**config.mk**
```make
export PLATFORM = sky130hd
export DESIGN_NAME = ps2_dev_tx
export DESIGN_NICKNAME = d
export VERILOG_FILES = /design/src/rtl/ps2_tx_pkg.sv /design/src/rtl/ps2_line_sync.sv /design/src/rtl/ps2_tx_buf.sv /design/src/rtl/ps2_tx_frame.sv /design/src/rtl/ps2_dev_tx.sv
export SDC_FILE = /design/constraint.sdc
export NUM_CORES = 1
export LEC_CHECK = 0
export ABC_AREA = 1
export BUFFER_PORTS_ARGS = -buffer_cell sky130_fd_sc_hd__buf_2
export CORE_ASPECT_RATIO = 1.5
export CORE_MARGIN = 1
export CORE_UTILIZATION = 45
export CTS_CLUSTER_DIAMETER = 60
export DETAILED_ROUTE_END_ITERATION = 16
export PLACE_DENSITY = 0.7
export SYNTH_ARGS = -nofsm -noshare
export SYNTH_HDL_FRONTEND = slang
export SYNTH_SLANG_ARGS = --single-unit
```
**constraint.sdc**
```tcl
create_clock -name clk -period 5.8 [get_ports clk]
set_input_delay 1.16 -clock clk [delete_from_list [all_inputs] [get_ports clk]]
set_output_delay 1.16 -clock clk [all_outputs]
set_load 0.05 [all_outputs]
```
**src/rtl/ps2_tx_pkg.sv**
```systemverilog
package ps2_tx_pkg;
  localparam int FRAME_BITS = 11;
  localparam int BITN_W     = $clog2(FRAME_BITS);
  localparam int BYTE_W     = 8;

  function automatic logic [FRAME_BITS-1:0] build_frame(input logic [BYTE_W-1:0] b);
    return {1'b1, ~^b, b, 1'b0};
  endfunction
endpackage

```
**src/rtl/ps2_line_sync.sv**
```systemverilog
module ps2_line_sync #(
  parameter int STAGES = 2,
  parameter int WIDTH  = 2
) (
  input  logic             clk,
  input  logic             rst,
  input  logic [WIDTH-1:0] d_i,
  output logic [WIDTH-1:0] q_o
);
  logic [WIDTH-1:0] st [STAGES];

  for (genvar g = 0; g < STAGES; g++) begin : g_stage
    always_ff @(posedge clk) begin
      if (rst) st[g] <= '1;
      else if (g == 0) st[g] <= d_i;
      else st[g] <= st[(g == 0) ? 0 : g-1];
    end
  end

  assign q_o = st[STAGES-1];
endmodule

```
**src/rtl/ps2_tx_buf.sv**
```systemverilog
module ps2_tx_buf #(
  parameter int WORDS  = 4,
  parameter int WORD_W = 32,
  localparam int LANES  = WORD_W / 8,
  localparam int SEL_W  = $clog2(WORDS),
  localparam int LANE_W = $clog2(LANES),
  localparam int IDX_W  = SEL_W + LANE_W
) (
  input  logic              clk,
  input  logic              wr_en_i,
  input  logic [SEL_W-1:0]  wr_sel_i,
  input  logic [WORD_W-1:0] wr_data_i,
  input  logic [IDX_W-1:0]  idx_i,
  output logic [7:0]        byte_o
);
  logic [WORD_W-1:0] mem [WORDS];
  logic [WORD_W-1:0] word;
  logic [7:0]        lane_b [LANES];

  always_ff @(posedge clk) begin
    if (wr_en_i) mem[wr_sel_i] <= wr_data_i;
  end

  assign word = mem[idx_i[IDX_W-1:LANE_W]];

  for (genvar g = 0; g < LANES; g++) begin : g_lane
    assign lane_b[g] = word[g*8 +: 8];
  end

  assign byte_o = lane_b[idx_i[LANE_W-1:0]];
endmodule

```
**src/rtl/ps2_tx_frame.sv**
```systemverilog
module ps2_tx_frame
  import ps2_tx_pkg::*;
(
  input  logic              clk,
  input  logic              rst,
  input  logic              tick_i,
  input  logic              start_i,
  input  logic              abort_i,
  input  logic [BYTE_W-1:0] byte_i,
  input  logic              clk_sense_i,
  output logic              busy_o,
  output logic              done_o,
  output logic              clk_oe_o,
  output logic              dat_oe_o
);
  localparam logic [BITN_W-1:0] LAST = BITN_W'(FRAME_BITS-1);

  logic                  busy_q, low_q, done_q, clk_oe_q, dat_oe_q;
  logic [BITN_W-1:0]     bitn_q;
  logic [FRAME_BITS-1:0] shr_q;

  always_ff @(posedge clk) begin
    if (rst) begin
      busy_q   <= 1'b0;
      low_q    <= 1'b0;
      done_q   <= 1'b0;
      clk_oe_q <= 1'b0;
      dat_oe_q <= 1'b0;
      bitn_q   <= '0;
      shr_q    <= '0;
    end else begin
      done_q <= 1'b0;
      if (abort_i) begin
        busy_q   <= 1'b0;
        low_q    <= 1'b0;
        clk_oe_q <= 1'b0;
        dat_oe_q <= 1'b0;
      end else if (!busy_q) begin
        if (start_i) begin
          busy_q   <= 1'b1;
          low_q    <= 1'b0;
          bitn_q   <= '0;
          shr_q    <= build_frame(byte_i);
          dat_oe_q <= 1'b1;
          clk_oe_q <= 1'b0;
        end
      end else if (tick_i) begin
        if (!low_q) begin
          if (!clk_sense_i) begin
            busy_q   <= 1'b0;
            clk_oe_q <= 1'b0;
            dat_oe_q <= 1'b0;
          end else begin
            low_q    <= 1'b1;
            clk_oe_q <= 1'b1;
          end
        end else begin
          low_q    <= 1'b0;
          clk_oe_q <= 1'b0;
          if (bitn_q == LAST) begin
            busy_q   <= 1'b0;
            dat_oe_q <= 1'b0;
            done_q   <= 1'b1;
          end else begin
            bitn_q   <= bitn_q + 1'b1;
            shr_q    <= {1'b1, shr_q[FRAME_BITS-1:1]};
            dat_oe_q <= ~shr_q[1];
          end
        end
      end
    end
  end

  assign busy_o   = busy_q;
  assign done_o   = done_q;
  assign clk_oe_o = clk_oe_q;
  assign dat_oe_o = dat_oe_q;


  idle_released_chk: assert property (@(posedge clk) disable iff (rst)
    !busy_q |-> (!clk_oe_q && !dat_oe_q));

  clk_on_tick_chk: assert property (@(posedge clk) disable iff (rst)
    (!tick_i && !abort_i) |=> $stable(clk_oe_q));

  data_while_high_chk: assert property (@(posedge clk) disable iff (rst)
    !$stable(dat_oe_q) |-> !clk_oe_q);
endmodule

```
**src/rtl/ps2_dev_tx.sv**
```systemverilog
module ps2_dev_tx #(
  parameter int WORDS       = 4,
  parameter int WORD_W      = 32,
  parameter int SYNC_STAGES = 2,
  localparam int LANES = WORD_W / 8,
  localparam int SEL_W = $clog2(WORDS),
  localparam int IDX_W = $clog2(WORDS * LANES)
) (
  input  logic              clk,
  input  logic              rst,
  input  logic              tick_i,
  input  logic              en_i,
  input  logic [IDX_W-1:0]  depth_i,
  input  logic              wr_en_i,
  input  logic [SEL_W-1:0]  wr_sel_i,
  input  logic [WORD_W-1:0] wr_data_i,
  input  logic              clear_i,
  input  logic              txint_en_i,
  input  logic              txint_clr_i,
  input  logic              kclk_i,
  input  logic              kdat_i,
  output logic              kclk_oe_o,
  output logic              kdat_oe_o,
  output logic              busy_o,
  output logic              empty_o,
  output logic [IDX_W-1:0]  byte_idx_o,
  output logic              txint_o,
  output logic              irq_o
);
  logic [1:0]       sync_q;
  logic             clk_s, dat_s, busy, done, start, txint_d;
  logic             empty_q, txint_q, irq_q;
  logic [IDX_W-1:0] idx_q;
  logic [7:0]       cur_byte;

  ps2_line_sync #(.STAGES(SYNC_STAGES), .WIDTH(2)) sync_i (
    .clk(clk), .rst(rst), .d_i({kclk_i, kdat_i}), .q_o(sync_q));
  assign clk_s = sync_q[1];
  assign dat_s = sync_q[0];

  ps2_tx_buf #(.WORDS(WORDS), .WORD_W(WORD_W)) buf_i (
    .clk(clk), .wr_en_i(wr_en_i), .wr_sel_i(wr_sel_i), .wr_data_i(wr_data_i),
    .idx_i(idx_q), .byte_o(cur_byte));

  assign start = tick_i && en_i && !empty_q && clk_s && dat_s && !clear_i;

  ps2_tx_frame frame_i (
    .clk(clk), .rst(rst), .tick_i(tick_i), .start_i(start), .abort_i(clear_i),
    .byte_i(cur_byte), .clk_sense_i(clk_s), .busy_o(busy), .done_o(done),
    .clk_oe_o(kclk_oe_o), .dat_oe_o(kdat_oe_o));

  assign txint_d = done ? 1'b1 : (txint_clr_i ? 1'b0 : txint_q);

  always_ff @(posedge clk) begin
    if (rst) begin
      empty_q <= 1'b1;
      idx_q   <= '0;
      txint_q <= 1'b0;
      irq_q   <= 1'b0;
    end else begin
      txint_q <= txint_d;
      irq_q   <= txint_d && txint_en_i;
      if (clear_i) begin
        empty_q <= 1'b1;
        idx_q   <= '0;
      end else begin
        if (done) begin
          if (idx_q >= depth_i) begin
            idx_q   <= '0;
            empty_q <= 1'b1;
          end else begin
            idx_q <= idx_q + 1'b1;
          end
        end
        if (wr_en_i && en_i) empty_q <= 1'b0;
      end
    end
  end

  assign busy_o     = busy;
  assign empty_o    = empty_q;
  assign byte_idx_o = idx_q;
  assign txint_o    = txint_q;
  assign irq_o      = irq_q;


  empty_idx_zero_chk: assert property (@(posedge clk) disable iff (rst)
    empty_q |-> (idx_q == '0));

  clear_abort_chk: assert property (@(posedge clk) disable iff (rst)
    clear_i |=> (empty_q && idx_q == '0 && !busy && !kclk_oe_o && !kdat_oe_o));

  txint_set_chk: assert property (@(posedge clk) disable iff (rst)
    done |=> txint_q);

  wr_clears_empty_chk: assert property (@(posedge clk) disable iff (rst)
    (wr_en_i && en_i && !clear_i) |=> !empty_q);
endmodule

```
==> flow_metrics.tcl <==
set metrics [dict create \
    max_cap_violations 0 \
    synth-edff-count 128 \
    area_delta_synth_final_pct 14.81 \
    synth_most_common_cell "nand2_1" \
    slew_violations 0 \
    avgSynthCellArea_sq_um 9.970 \
    wire_per_inst_um 14.58 \
    dieHeight_um 153.8 \
    timing.rr.end "frame_i.bitn_q[3]" \
    ios 58 \
    rows 55 \
    grt_use_total_pct 18.80 \
    use_met2_pct 32.95 \
    cp-start-kind "flop" \
    root_buffer "clkbuf_16" \
    synth_flop_cell "edfxtp_1" \
    multi_input_area_sq_mm 0.001971 \
    initial_core_util_pct 45.84 \
    detail_route.iter0.violations 277 \
    synth_top_area_share_pct 55.63 \
    finalHoldViolCount 0 \
    critPathRequiredTime_ns 4.64 \
    first_pass_iters 6 \
    vias 4814 \
    end_kind "output pin" \
    ant_nets 0 \
    grt_pass1_vias 4541 \
    ctsResizeCount 0 \
    numPortBuffers 57 \
    max_freq_mhz 351.0 \
    crit_chain "buf_4, buf_2" \
    clockBufferDepth 2 \
    synth_area_leaders "edfxtp_1, nand2_1, dfxtp_1" \
    grt_busiest_layer "met2" \
    drive_gt1_share_pct 16.43 \
    cts_made_buffers 17 \
    htreeDepth 4 \
    synth_cell_type_count 36 \
    tightest_slew_ns 0.8338 \
    gp_congestion 0.7691 \
    setup_viol 0 \
    reg2reg_depth 7 \
    cts_tree "yes" \
    fillerInstances 1278 \
    die_w_um 103.2 \
    path_class "flop to output pin" \
    die-area_sq_mm 0.01586 \
    syn_area_sq_mm 0.006909 \
    path_delay_family "flip-flops" \
    nNetsFinal 803 \
    synth_top_area_cell "edfxtp_1" \
    place_inst 928 \
    powerDensity_mw_per_mm2 317.9 \
    crit_start "byte_idx_o[0]" \
    slowest_delay_ns 0.63 \
    synth.yosys.seq_area_share_pct 64.61 \
    via_per_inst 5.015 \
    hold_class "flop to flop" \
    rsz0062_at_grt "no" \
    ys_seq_elements 159 \
    synthCells 693 \
    cp.buffers_inverters 2 \
    use_met3_pct 4.727 \
    cpMaxStageDelayCell "dfxtp_1" \
    outcome "completed" \
    r2r_slack_ns 3.13 \
    core_sq_mm 0.01507 \
    finalClockSkew_ns 0.007500 \
    grt_antenna_before_repair 1 \
    syn-num-nets 748 \
    grt_first_pass_wirelength_um 21870 \
    clk_latency_ns 0.43 \
    cp-endpoint "byte_idx_o[0]" \
    finalSetupTns_ns 0 \
    cp.depth 2 \
    instances_no_fill 960 \
    grt_overflow 0 \
    yosys_warnings 0 \
    ys_top_cells_by_count "nand2_1, edfxtp_1, nand3_1, inv_1, nor2_1" \
    cp_max_fo 12 \
    diodes 0 \
    timing.final.crit_share_pct 49.13 \
    ir_drop_v 0.0001907 \
    grt_max_degree 69 \
    p_leak_uw 0.003363 \
    cts_num_sinks 159 \
    dp.final_hpwl_um 8329 \
    r2r-start "frame_i.busy_o" \
    postCtsSetupBuffers 0 \
    async_flop_share_pct 0 \
    ff_latch_area_sq_mm 0.004466 \
    clkTransAtPathRegs_ns 0.06 \
    cts-hold-fix-buffers 0 \
    grtUsageMet1_pct 21.04 \
    wirelength_um 14000 \
    fin_crit_ns 2.849 \
    arrival_ns 1.69 \
    drc 0 \
    slew_headroom_pct 44.41 \
]
## cell type report
| cell class | count | share of cell area [%] |
|---|---|---|
| Clock buffer | 19 | 5.457 |
| Inverter | 80 | 3.817 |
| Timing Repair Buffer | 65 | 4.353 |
| Tap cell | 199 | 3.139 |
| Clock inverter | 13 | 2.098 |
| Sequential cell | 159 | 56.29 |
| Multi-Input combinational cell | 425 | 24.84 |
## power breakdown
part	total (uW)	switching (uW)	internal, uW
combinational	102	66.9	34.8
clock	1130	476	653
sequential	1290	10.4	1280
total	2520	553	1970
## logic make-up (layout without fill, tap and decap cells)
| kind of cell | Yosys count | after routing | share of synthesized area (%) |
|---|---|---|---|
| buffers and inverters | 109 | 177 | 7.153 |
| AO/OA/AOI/OAI | 55 | 55 | 4.546 |
| AND/OR/NAND/NOR | 361 | 361 | 22.17 |
| XOR/XNOR | 2 | 2 | 0.2536 |
| adder cells (fa/ha/maj) | 7 | 7 | 1.268 |
| flip-flops | 159 | 159 | 64.61 |
## cell usage in the layout, fill, tap and decap left out, types with 3 or more instances in the layout
master,n
a211oi_1,3
a21oi_1,24
buf_2,57
buf_4,8
clkbuf_16,17
dfxtp_1,30
edfxtp_1,128
ha_1,7
inv_1,72
inv_2,6
inv_6,3
inv_8,5
nand2_1,221
nand2_2,6
nand3_1,76
nand4_1,3
nor2_1,32
nor3_1,3
nor3_2,5
o21ai_0,20
or2_2,5
## metal layers
layer	routed length [um]	share of wire [%]
met2	7417	53
met3	728	5.2
met1	5538	40
met5	18	0.13
met4	291	2.1
## per-stage QoR
step	power [uW]	hold WS, ns	setup slack, ns	cell area (sq um)	util [%]
2_1_floorplan	1373	0.3895	1.899	6909	-
3_3_place_gp	1414	0.3929	2.582	7333	48.66
3_5_place_dp	1419	0.4058	2.534	7333	48.66
4_1_cts	2539	0.4245	2.938	7933	52.64
5_1_grt	2599	0.4386	2.671	7933	52.64
6_report	2522	0.4209	2.951	7933	52.64
## worst min path at each step
stage,start,end,slack [ns],cells after the start
after global routing,sync_i.st[0][1],sync_i.st[1][1],0.44,1
after floorplan,sync_i.st[0][0],sync_i.st[1][0],0.39,1
after global placement,sync_i.st[0][1],sync_i.st[1][1],0.39,1
after CTS,sync_i.st[0][0],sync_i.st[1][0],0.42,1
after detailed placement,sync_i.st[0][0],sync_i.st[1][0],0.41,1
final,sync_i.st[0][0],sync_i.st[1][0],0.42,1
## sequential cells by signal (all words and copies together) (netlist names), named ones only
signal and flops:
frame_i.low_q 1, irq_o 1, frame_i.busy_o 1, txint_o 1
frame_i.shr_q 10, buf_i.mem 128, frame_i.done_o 1, sync_i.st 4
byte_idx_o 4, frame_i.dat_oe_o 1, frame_i.bitn_q 4, empty_o 1
Note: power is estimated with default switching activity, not from simulation.
